File: config.mk
export PLATFORM = sky130hd
export DESIGN_NAME = stub_finder
export DESIGN_NICKNAME = d
export VERILOG_FILES = /design/src/rtl/stub_pkg.sv /design/src/rtl/stub_hit_buf.sv /design/src/rtl/stub_win_cmp.sv /design/src/rtl/stub_pair_scan.sv /design/src/rtl/stub_finder.sv
export SDC_FILE = /design/constraint.sdc
export NUM_CORES = 1
export LEC_CHECK = 0
export ABC_AREA = 1
export BUFFER_PORTS_ARGS = -buffer_cell sky130_fd_sc_hd__buf_2
export CORE_MARGIN = 2
export CORE_UTILIZATION = 25
export DETAILED_ROUTE_END_ITERATION = 12
export GPL_TIMING_DRIVEN = 0
export HOLD_SLACK_MARGIN = 0.08
export PLACE_DENSITY = 0.49
export SETUP_SLACK_MARGIN = 0.15
export SYNTH_ARGS = -nofsm -noshare
export SYNTH_HDL_FRONTEND = slang
export SYNTH_HIERARCHICAL = 1
export SYNTH_SLANG_ARGS = --single-unit
File: constraint.sdc
create_clock -name clk -period 5.8 [get_ports clk]
set_input_delay 1.16 -clock clk [delete_from_list [all_inputs] [get_ports clk]]
set_output_delay 1.16 -clock clk [all_outputs]
set_load 0.03 [all_outputs]
File: src/rtl/stub_pkg.sv
package stub_pkg;
  typedef enum logic [1:0] {
    SC_IDLE  = 2'd0,
    SC_SCAN  = 2'd1,
    SC_FLUSH = 2'd2,
    SC_EMIT  = 2'd3
  } scan_st_t;

  // magnitude of a two's complement column difference
  function automatic logic [15:0] abs_diff16(input logic signed [15:0] d);
    return d[15] ? 16'(-d) : 16'(d);
  endfunction
endpackage

File: src/rtl/stub_hit_buf.sv
module stub_hit_buf #(
  parameter int W     = 10,
  parameter int DEPTH = 16,
  localparam int IDX_W = (DEPTH > 1) ? $clog2(DEPTH) : 1,
  localparam int CNT_W = $clog2(DEPTH + 1)
) (
  input  logic             clk,
  input  logic             rst_n,
  input  logic             s_valid,
  output logic             s_ready,
  input  logic [W-1:0]     s_data,
  input  logic             s_last,
  input  logic             s_void,
  input  logic             release_i,
  output logic             done_o,
  output logic [CNT_W-1:0] n_o,
  output logic             ovf_o,
  input  logic [IDX_W-1:0] rd_idx,
  output logic [W-1:0]     rd_data
);
  logic [W-1:0] mem [DEPTH];
  logic         take;
  logic         room;

  assign s_ready = !done_o;
  assign take    = s_valid && s_ready;
  assign room    = (n_o < CNT_W'(DEPTH));
  assign rd_data = mem[rd_idx];

  always_ff @(posedge clk or negedge rst_n) begin
    if (!rst_n) begin
      done_o <= 1'b0;
      n_o    <= '0;
      ovf_o  <= 1'b0;
    end else begin
      if (release_i) begin
        done_o <= 1'b0;
        n_o    <= '0;
      end else if (take) begin
        if (!s_void) begin
          if (room) n_o <= n_o + CNT_W'(1);
          else      ovf_o <= 1'b1;
        end
        if (s_last) done_o <= 1'b1;
      end
    end
  end

  always_ff @(posedge clk) begin
    if (take && !s_void && room) mem[n_o[IDX_W-1:0]] <= s_data;
  end

  // kept hits never exceed the buffer depth
  p_bound_r3: assert property (@(posedge clk) disable iff (!rst_n)
    n_o <= CNT_W'(DEPTH)) else $error("hit count above depth");
  // overflow flag is sticky
  p_sticky_r3: assert property (@(posedge clk) disable iff (!rst_n)
    ovf_o |=> ovf_o) else $error("overflow flag cleared");
endmodule

File: src/rtl/stub_win_cmp.sv
module stub_win_cmp #(
  parameter int COL_W = 10
) (
  input  logic [COL_W-1:0] col_a,
  input  logic [COL_W-1:0] col_b,
  input  logic [2:0]       win,
  output logic [COL_W:0]   diff,
  output logic             match
);
  logic [COL_W:0] mag;

  always_comb begin
    diff  = {1'b0, col_a} - {1'b0, col_b};
    mag   = diff[COL_W] ? (~diff + (COL_W+1)'(1)) : diff;
    match = (mag <= {{(COL_W-2){1'b0}}, win});
  end
endmodule

File: src/rtl/stub_pair_scan.sv
module stub_pair_scan
  import stub_pkg::*;
#(
  parameter int ROW_W = 8,
  parameter int COL_W = 10,
  parameter int DEPTH = 16,
  localparam int IDX_W   = (DEPTH > 1) ? $clog2(DEPTH) : 1,
  localparam int CNT_W   = $clog2(DEPTH + 1),
  localparam int TALLY_W = $clog2(DEPTH * DEPTH + 1)
) (
  input  logic               clk,
  input  logic               rst_n,
  input  logic [2:0]         win,
  input  logic               in_done,
  input  logic               out_done,
  input  logic [CNT_W-1:0]   in_n,
  input  logic [CNT_W-1:0]   out_n,
  output logic [IDX_W-1:0]   in_idx,
  output logic [IDX_W-1:0]   out_idx,
  input  logic [ROW_W-1:0]   in_row,
  input  logic [COL_W-1:0]   in_col,
  input  logic [COL_W-1:0]   out_col,
  output logic               release_o,
  output logic               stub_valid,
  input  logic               stub_ready,
  output logic [ROW_W-1:0]   stub_row,
  output logic [COL_W-1:0]   stub_col,
  output logic [COL_W:0]     stub_dcol,
  output logic               cnt_valid,
  input  logic               cnt_ready,
  output logic [TALLY_W-1:0] cnt_value
);
  scan_st_t           st;
  logic [2:0]         win_q;
  logic [TALLY_W-1:0] tally;
  logic [COL_W:0]     diff;
  logic               hit;
  logic               adv;
  logic               j_end;
  logic               i_end;

  stub_win_cmp #(.COL_W(COL_W)) u_cmp (
    .col_a(in_col), .col_b(out_col), .win(win_q), .diff(diff), .match(hit)
  );

  assign adv       = !stub_valid || stub_ready;
  assign j_end     = (CNT_W'(out_idx) == out_n - CNT_W'(1));
  assign i_end     = (CNT_W'(in_idx) == in_n - CNT_W'(1));
  assign release_o = (st == SC_EMIT) && cnt_ready;

  always_ff @(posedge clk or negedge rst_n) begin
    if (!rst_n) begin
      st         <= SC_IDLE;
      win_q      <= 3'd1;
      tally      <= '0;
      in_idx     <= '0;
      out_idx    <= '0;
      stub_valid <= 1'b0;
      stub_row   <= '0;
      stub_col   <= '0;
      stub_dcol  <= '0;
      cnt_valid  <= 1'b0;
      cnt_value  <= '0;
    end else begin
      unique case (st)
        SC_IDLE: begin
          if (in_done && out_done) begin
            win_q   <= win;
            tally   <= '0;
            in_idx  <= '0;
            out_idx <= '0;
            if (in_n == '0 || out_n == '0) begin
              cnt_valid <= 1'b1;
              cnt_value <= '0;
              st        <= SC_EMIT;
            end else begin
              st <= SC_SCAN;
            end
          end
        end
        SC_SCAN: begin
          if (adv) begin
            stub_valid <= hit;
            if (hit) begin
              stub_row  <= in_row;
              stub_col  <= in_col;
              stub_dcol <= diff;
            end
            tally <= tally + TALLY_W'(hit);
            if (j_end) begin
              out_idx <= '0;
              if (i_end) st <= SC_FLUSH;
              else       in_idx <= in_idx + IDX_W'(1);
            end else begin
              out_idx <= out_idx + IDX_W'(1);
            end
          end
        end
        SC_FLUSH: begin
          if (adv) begin
            stub_valid <= 1'b0;
            cnt_valid  <= 1'b1;
            cnt_value  <= tally;
            st         <= SC_EMIT;
          end
        end
        SC_EMIT: begin
          if (cnt_ready) begin
            cnt_valid <= 1'b0;
            st        <= SC_IDLE;
          end
        end
        default: st <= SC_IDLE;
      endcase
    end
  end

  // stub record held under back-pressure
  p_stub_hold_r7: assert property (@(posedge clk) disable iff (!rst_n)
    stub_valid && !stub_ready |=> stub_valid && $stable({stub_row, stub_col, stub_dcol}))
    else $error("stub changed while stalled");
  // count record held under back-pressure
  p_cnt_hold_r7: assert property (@(posedge clk) disable iff (!rst_n)
    cnt_valid && !cnt_ready |=> cnt_valid && $stable(cnt_value))
    else $error("count changed while stalled");
  // count never overlaps a pending stub
  p_cnt_after_r5: assert property (@(posedge clk) disable iff (!rst_n)
    $onehot0({stub_valid, cnt_valid})) else $error("stub and count together");
  // every emitted stub lies within the captured window
  p_window_r2: assert property (@(posedge clk) disable iff (!rst_n)
    stub_valid |-> abs_diff16(16'(signed'(stub_dcol))) <= 16'(win_q))
    else $error("stub outside window");
endmodule

File: src/rtl/stub_finder.sv
module stub_finder #(
  parameter int ROW_W = 8,
  parameter int COL_W = 10,
  parameter int DEPTH = 16,
  localparam int IDX_W   = (DEPTH > 1) ? $clog2(DEPTH) : 1,
  localparam int CNT_W   = $clog2(DEPTH + 1),
  localparam int TALLY_W = $clog2(DEPTH * DEPTH + 1),
  localparam int IN_W    = ROW_W + COL_W
) (
  input  logic               clk,
  input  logic               rst_n,
  input  logic               win_we,
  input  logic [2:0]         win_wdata,
  input  logic               inr_valid,
  output logic               inr_ready,
  input  logic [ROW_W-1:0]   inr_row,
  input  logic [COL_W-1:0]   inr_col,
  input  logic               inr_last,
  input  logic               inr_void,
  input  logic               otr_valid,
  output logic               otr_ready,
  input  logic [COL_W-1:0]   otr_col,
  input  logic               otr_last,
  input  logic               otr_void,
  output logic               stub_valid,
  input  logic               stub_ready,
  output logic [ROW_W-1:0]   stub_row,
  output logic [COL_W-1:0]   stub_col,
  output logic [COL_W:0]     stub_dcol,
  output logic               cnt_valid,
  input  logic               cnt_ready,
  output logic [TALLY_W-1:0] cnt_value,
  output logic               ovf_inner,
  output logic               ovf_outer
);
  logic [2:0]       win_reg;
  logic             rel;
  logic             in_done, out_done;
  logic [CNT_W-1:0] in_n, out_n;
  logic [IDX_W-1:0] in_idx, out_idx;
  logic [IN_W-1:0]  in_rd;
  logic [COL_W-1:0] out_rd;

  // window half-width register
  always_ff @(posedge clk or negedge rst_n) begin
    if (!rst_n)      win_reg <= 3'd1;
    else if (win_we) win_reg <= win_wdata;
  end

  stub_hit_buf #(.W(IN_W), .DEPTH(DEPTH)) u_inner (
    .clk(clk), .rst_n(rst_n),
    .s_valid(inr_valid), .s_ready(inr_ready), .s_data({inr_row, inr_col}),
    .s_last(inr_last), .s_void(inr_void),
    .release_i(rel), .done_o(in_done), .n_o(in_n), .ovf_o(ovf_inner),
    .rd_idx(in_idx), .rd_data(in_rd)
  );

  stub_hit_buf #(.W(COL_W), .DEPTH(DEPTH)) u_outer (
    .clk(clk), .rst_n(rst_n),
    .s_valid(otr_valid), .s_ready(otr_ready), .s_data(otr_col),
    .s_last(otr_last), .s_void(otr_void),
    .release_i(rel), .done_o(out_done), .n_o(out_n), .ovf_o(ovf_outer),
    .rd_idx(out_idx), .rd_data(out_rd)
  );

  stub_pair_scan #(.ROW_W(ROW_W), .COL_W(COL_W), .DEPTH(DEPTH)) u_scan (
    .clk(clk), .rst_n(rst_n), .win(win_reg),
    .in_done(in_done), .out_done(out_done), .in_n(in_n), .out_n(out_n),
    .in_idx(in_idx), .out_idx(out_idx),
    .in_row(in_rd[IN_W-1:COL_W]), .in_col(in_rd[COL_W-1:0]), .out_col(out_rd),
    .release_o(rel),
    .stub_valid(stub_valid), .stub_ready(stub_ready),
    .stub_row(stub_row), .stub_col(stub_col), .stub_dcol(stub_dcol),
    .cnt_valid(cnt_valid), .cnt_ready(cnt_ready), .cnt_value(cnt_value)
  );

  // no new hits are taken while a crossing's results are pending
  p_freeze_r6: assert property (@(posedge clk) disable iff (!rst_n)
    (stub_valid || cnt_valid) |-> !inr_ready && !otr_ready)
    else $error("hit input open during result output");
endmodule

==> flow_summary.ini, run 1 <==
[grt]
use_met3_pct = 1.88
antenna_found_initial = 4
track_usage_pct = 14.0
grt_pass1_vias = 16000
grt_util_met2_pct = 21.4
busiest_layer = met2
overflow = 0
grt_max_degree = 47
met1_usage_pct = 20.8
grt_pass1_wl_um = 104000

[pwr]
power_frac_seq_pct = 29.2
p_sw_mw = 6.29
pwr-share-comb_pct = 46.0
p_int_mw = 8.82
clkPwrFrac_pct = 24.8
p_leak_nw = 12.8
p_sw_share_pct = 41.6
power_density_nw_per_um2 = 525
max-vdd-ir-drop_mv = 0.313

[finish]
fillerInstances = 9985
largest_reg_flops = 288
drive_gt1_share_pct = 14.0
final_net_count = 2732
seqCellArea_um2 = 15400
multiInputGateArea_um2 = 6720
postLayoutCellArea_um2 = 28800
instances_no_fill = 3982
syn_to_final_growth_pct = 18.2
n_antenna_cell = 0
utilization_pct = 29.8

[routing]
drcViolationCount = 0
drtAntennaViolNets = 0
vias = 17200
vias_per_cell = 4.31
dr.pass1.iters = 7
finalWirelength_um = 70600
drt-initial-drc-count = 1313
wire_per_inst_um = 17.7

[logic_synthesis]
syn_area_um2 = 24300
ys_seq_elements = 527
syn_inst = 2488
yosysSeqAreaShare_pct = 63.4
ys_top_cells_by_area = edfxtp_1 (55%), nand2_1 (12%), dfrtp_1 (7.9%)
synth-main-ff-cell = edfxtp_1
avgSynthCellArea_um2 = 9.78
syn-num-nets = 2563
synth.most_common_cell = nand2_1
synth_edf_count = 448
ys_types = 42
synth_top_area_share_pct = 55.3
async_flop_share_pct = 15.0
yosysTopAreaCell = edfxtp_1
synth_commonest_cells = nand2_1 (787), edfxtp_1 (448), inv_1 (441), nand3_1 (384), dfrtp_1 (77)
yosys_warnings = 6

[critical_path]
worst_path_max_delay_cell = fa_2
crit_type = reg -> reg
cp.arrival_ns = 5.74
cp_max_fo = 10
r2r_slack_ns = 0.55
slowest_delay_ns = 0.59
regToRegEndpoint = u_scan/tally[6]
end_kind = flop
r2r-start = u_scan/out_idx[1]
startpoint_type = flop
cp-startpoint = u_scan/out_idx[1]
crit_end = u_scan/tally[6]
cp.required_ns = 6.29
reg2reg_depth = 31

[clock_network]
clkSinkCount = 527
cts_buffers = 61
insertion_delay_ns = 0.65
htree_num_levels = 2
cts_buffer_depth = 3
cts_tree = built
postCtsHoldBufs = 0
cts.clk_slew.worst_paths_ns = 0.06
cts-root-buf = clkbuf_16

[timing]
relSlewSlack_pct = 20.6
min_period_over_period_pct = 90.5
setup_slack_ns = 0.553
fin_tns_setup_ns = 0
finalHoldViolCount = 0
max_freq_ghz = 0.191
tightest_slew_ns = 1.19
drv_slew = 0
rsz0062_at_grt = false
fin_skew_ns = 0.0546
min_period_ns = 5.25
setup_violations = 0

[hold_path]
hold_path.class = reg -> reg

[placement]
gp_routability_congestion = 0.834
dpl.hpwl_um = 48600
io_buffers = 85
place_area_um2 = 26700
placedCellCount = 3867
pre_cts_slack_ns = -0.620

[die]
placementRows = 114
die_y_um = 316
start_util_pct = 25.2
die_x_um = 316
die_area_um2 = 99900
coreArea_um2 = 96600
io_pins = 86

[status]
status = finished clean

[flow_run]
drv_cap = 0
==> worst min-delay path by stage <==
| stage | from | slack [ns] | endpoint | cells after the start |
|---|---|---|---|---|
| 6_report | win_reg[0] | 0.47 | win_reg[0] | 2 |
| 5_1_grt | win_reg[0] | 0.50 | win_reg[0] | 2 |
| 4_1_cts | win_reg[0] | 0.47 | win_reg[0] | 2 |
| 3_5_place_dp | u_outer/ovf_o | 0.46 | u_outer/ovf_o | 2 |
| 3_3_place_gp | u_outer/ovf_o | 0.45 | u_outer/ovf_o | 2 |
| 2_1_floorplan | win_reg[1] | 0.44 | win_reg[1] | 2 |
==> cells by family (layout without fill, tap and decap cells) <==
group	after synthesis	after routing	synth area share [%]
mux	32	32	1.63
buf+inv	551	769	9.34
fa+ha+maj	33	33	1.73
simple gates	1290	1290	22.6
compound gates	49	49	1.09
flops	527	527	63.4
xor+xnor	6	6	0.216
==> power groups by stage <==
stage / Sequential, mW / Combinational, mW / Clock, mW
after CTS: 4.42 / 6.80 / 3.84
after detailed placement: 4.50 / 6.73 / 0
after floorplan: 4.66 / 4.44 / 0
after global placement: 4.50 / 6.68 / 0
final: 4.42 / 6.95 / 3.74
after global routing: 4.44 / 7.69 / 3.99
==> per-layer routing <==
metal	share of wire [%]	routed length, µm	vias up
met2	43	30500	474
li1	-	-	8365
met1	49	34700	8242
met5	0	0	-
met4	2.2	1570	0
met3	5.5	3860	91
==> cells in the final DEF (no fill, tap or decap), types with 3 or more instances in the layout <==
| master | count |
|---|---|
| inv_1 | 441 |
| nor2_1 | 50 |
| mux2_2 | 22 |
| nand4_1 | 19 |
| nand3_2 | 4 |
| mux2_4 | 10 |
| buf_8 | 14 |
| o21ai_1 | 3 |
| a21oi_1 | 14 |
| buf_16 | 3 |
| ha_1 | 29 |
| o21ai_0 | 24 |
| edfxtp_1 | 448 |
| inv_2 | 9 |
| inv_6 | 4 |
| clkbuf_1 | 22 |
| buf_6 | 11 |
| bufinv_16 | 4 |
| nor3_2 | 4 |
| clkbuf_16 | 61 |
| nor3_1 | 6 |
| nor2_4 | 3 |
| dfrtp_1 | 76 |
| clkinv_2 | 13 |
| buf_2 | 122 |
| nand3_1 | 383 |
| clkinv_1 | 12 |
| nand2_1 | 784 |
| clkbuf_4 | 9 |
| ha_2 | 3 |
| xor2_1 | 5 |
| clkbuf_2 | 10 |
| nor2_2 | 17 |
| buf_4 | 24 |
| nand2_2 | 13 |
==> cell type report <==
| type | instances | share of cell area (%) |
|---|---|---|
| repair buffers | 106 | 2.61 |
| multi-input cells | 1410 | 23.4 |
| clock buffers | 79 | 5.61 |
| plain buffers | 95 | 2.15 |
| well taps | 1276 | 5.55 |
| flip-flops and latches | 527 | 53.6 |
| inverters | 456 | 5.98 |
| clock inverters | 33 | 1.10 |
==> through the flow <==
step	hold WS, ns	total power, mW
floorplan	0.438	9.10
finish	0.465	15.1
detailed placement	0.461	11.2
global route	0.501	16.1
CTS	0.471	15.1
global placement	0.449	11.2
==> timing repair <==
item / CTS / global route
buffers inserted: 0 / 3
resized for setup: 17 / 39
setup endpoints to repair: 38 / 28
pin swaps: 0 / 1
==> critical path, delay by kind of cell (launching register included) <==
kind	cells	cell delay [ns]
fa+ha+maj	6	1.59
flops	1	0.43
simple gates	11	1.35
xor+xnor	2	0.32
buf+inv	9	1.15
compound gates	3	0.28
(Power assumes the default switching activity.)
==> run 2, diff against run 1 <==
==> constraint.sdc (replaced) <==
create_clock -name clk -period 5.7 [get_ports clk]
set_input_delay 1.14 -clock clk [delete_from_list [all_inputs] [get_ports clk]]
set_output_delay 1.14 -clock clk [all_outputs]
set_load 0.03 [all_outputs]
==> run 2 against run 1 <==
Net effect:
- clock-buffer cell count did not move
- first-iteration DRC count rose by 1.4%
- die area did not move
- core utilization about the same
- maximum frequency is 2.2% higher
- sequential share of layout area decreased by 0.061 points
==> flow_summary.ini, run 2 (synthesis gave the netlist of run 1 again) <==
[critical_path]
startpoint_type = flop
cpMostUsedCell = nand2_1
worst_path_max_delay_cell = fa_2
end_kind = flop
cp.arrival_ns = 5.61
slowest_delay_ns = 0.56
cp.required_ns = 6.18
crit_type = reg -> reg
cp_max_fo = 10

[clock_network]
cts_tree = built
cts_buffers = 61
cts-root-buf = clkbuf_16
cts.clk_slew.worst_paths_ns = 0.06
insertion_delay_ns = 0.65
htree_num_levels = 2
clkSinkCount = 527
cts_buffer_depth = 3

[placement]
place_area_um2 = 26700
io_buffers = 85
gp_routability_congestion = 0.834
dpl.hpwl_um = 48600

[grt]
grt_pass1_wl_um = 104000
antenna_found_initial = 4
track_usage_pct = 14.0
overflow = 0
grt_max_degree = 47
grt_pass1_vias = 16000

[finish]
final_cell_mix = nand2_1 (784), edfxtp_1 (448), inv_1 (440)
drive_gt1_share_pct = 14.1
n_antenna_cell = 0
layout_commonest_cell = nand2_1
postLayoutCellArea_um2 = 28800
final_net_count = 2733
utilization_pct = 29.8
largest_reg_flops = 288
syn_to_final_growth_pct = 18.4

[status]
status = finished clean

[hold_path]
hold_path.class = in -> async

[timing]
min_period_over_period_pct = 90.1
setup_violations = 0
finalHoldViolCount = 0
tightest_slew_ns = 1.23
min_period_ns = 5.13
fin_skew_ns = 0.0542
drv_slew = 0
rsz0062_at_grt = false
relSlewSlack_pct = 17.5
max_freq_ghz = 0.195

[pwr]
power_density_nw_per_um2 = 535
p_leak_nw = 12.8
max-vdd-ir-drop_mv = 0.332

[routing]
vias_per_cell = 4.29
drt-initial-drc-count = 1331
vias = 17100
drcViolationCount = 0
finalWirelength_um = 70600
wire_per_inst_um = 17.7
drtAntennaViolNets = 0
dr.pass1.iters = 7

[die]
die_area_um2 = 99900
placementRows = 114
io_pins = 86
start_util_pct = 25.2
die_x_um = 316
coreArea_um2 = 96600
die_y_um = 316

[flow_run]
drv_cap = 0
## run 2: layout make-up
type / count / area [µm²]
fill: 9979 / 67800
sequential: 527 / 15400
multi-input combinational: 1410 / 6730
inverter: 456 / 1720
clock buffer: 79 / 1610
tap: 1276 / 1600
timing repair buffer: 107 / 759
buffer: 95 / 641
clock inverter: 33 / 317
## run 2: critical path, delay by kind of cell, from the launching register on
family	cells	cell delay (ns)
simple gates	14	1.58
fa+ha+maj	6	1.57
buf+inv	9	1.09
flops	1	0.43
compound gates	2	0.20
xor+xnor	1	0.14
## run 2: stage by stage
step	power (mW)	instances	hold WS, ns	TNS (ns)	worst slack [ns]
2_1_floorplan	9.26	2488	0.438	0	1.33
3_3_place_gp	11.4	3849	0.449	-11.81	-0.664
3_5_place_dp	11.4	3867	0.461	-13.04	-0.720
4_1_cts	15.4	3980	0.464	0	0.227
5_1_grt	16.4	3983	0.491	0	0.152
6_report	15.4	3983	0.465	0	0.566
## run 2: worst paths after layout
check | from | end | slack [ns] | cells past startpoint
setup / recovery | u_scan/out_idx[1] | u_scan/tally[4] | 0.57 | 32
setup reg to reg | u_scan/out_idx[1] | u_scan/tally[4] | 0.57 | 32
max in group asynchronous | rst_n | u_scan/in_idx[0] | 4.52 | 2
hold reg to reg | win_reg[0] | win_reg[0] | 0.47 | 2
hold / removal | rst_n | u_scan/stub_row[3] | 0.47 | 1
min in group clk | win_reg[0] | win_reg[0] | 0.47 | 2
## run 2: where the power goes
group	switching (mW)	internal (mW)
registers	0.137	4.36
logic	4.65	2.46
clock network	1.63	2.18
total	6.41	9.01
## run 2: timing repair
action	in CTS	in global routing
resized for setup	18	48
pin swaps	1	3
cloned	0	0
setup buffers	1	3
hold buffers	0	0
endpoints found under the hold margin	0	0
endpoints found under the setup margin	38	27
## run 2: layer usage
| metal | vias to the layer above | GRT usage [%] | part of all wire [%] |
|---|---|---|---|
| met5 | - | 0 | 0 |
| met4 | 0 | 3.65 | 2.2 |
| met3 | 91 | 1.88 | 5.4 |
| met2 | 469 | 21.4 | 43 |
| met1 | 8181 | 20.8 | 49 |
| li1 | 8361 | - | - |
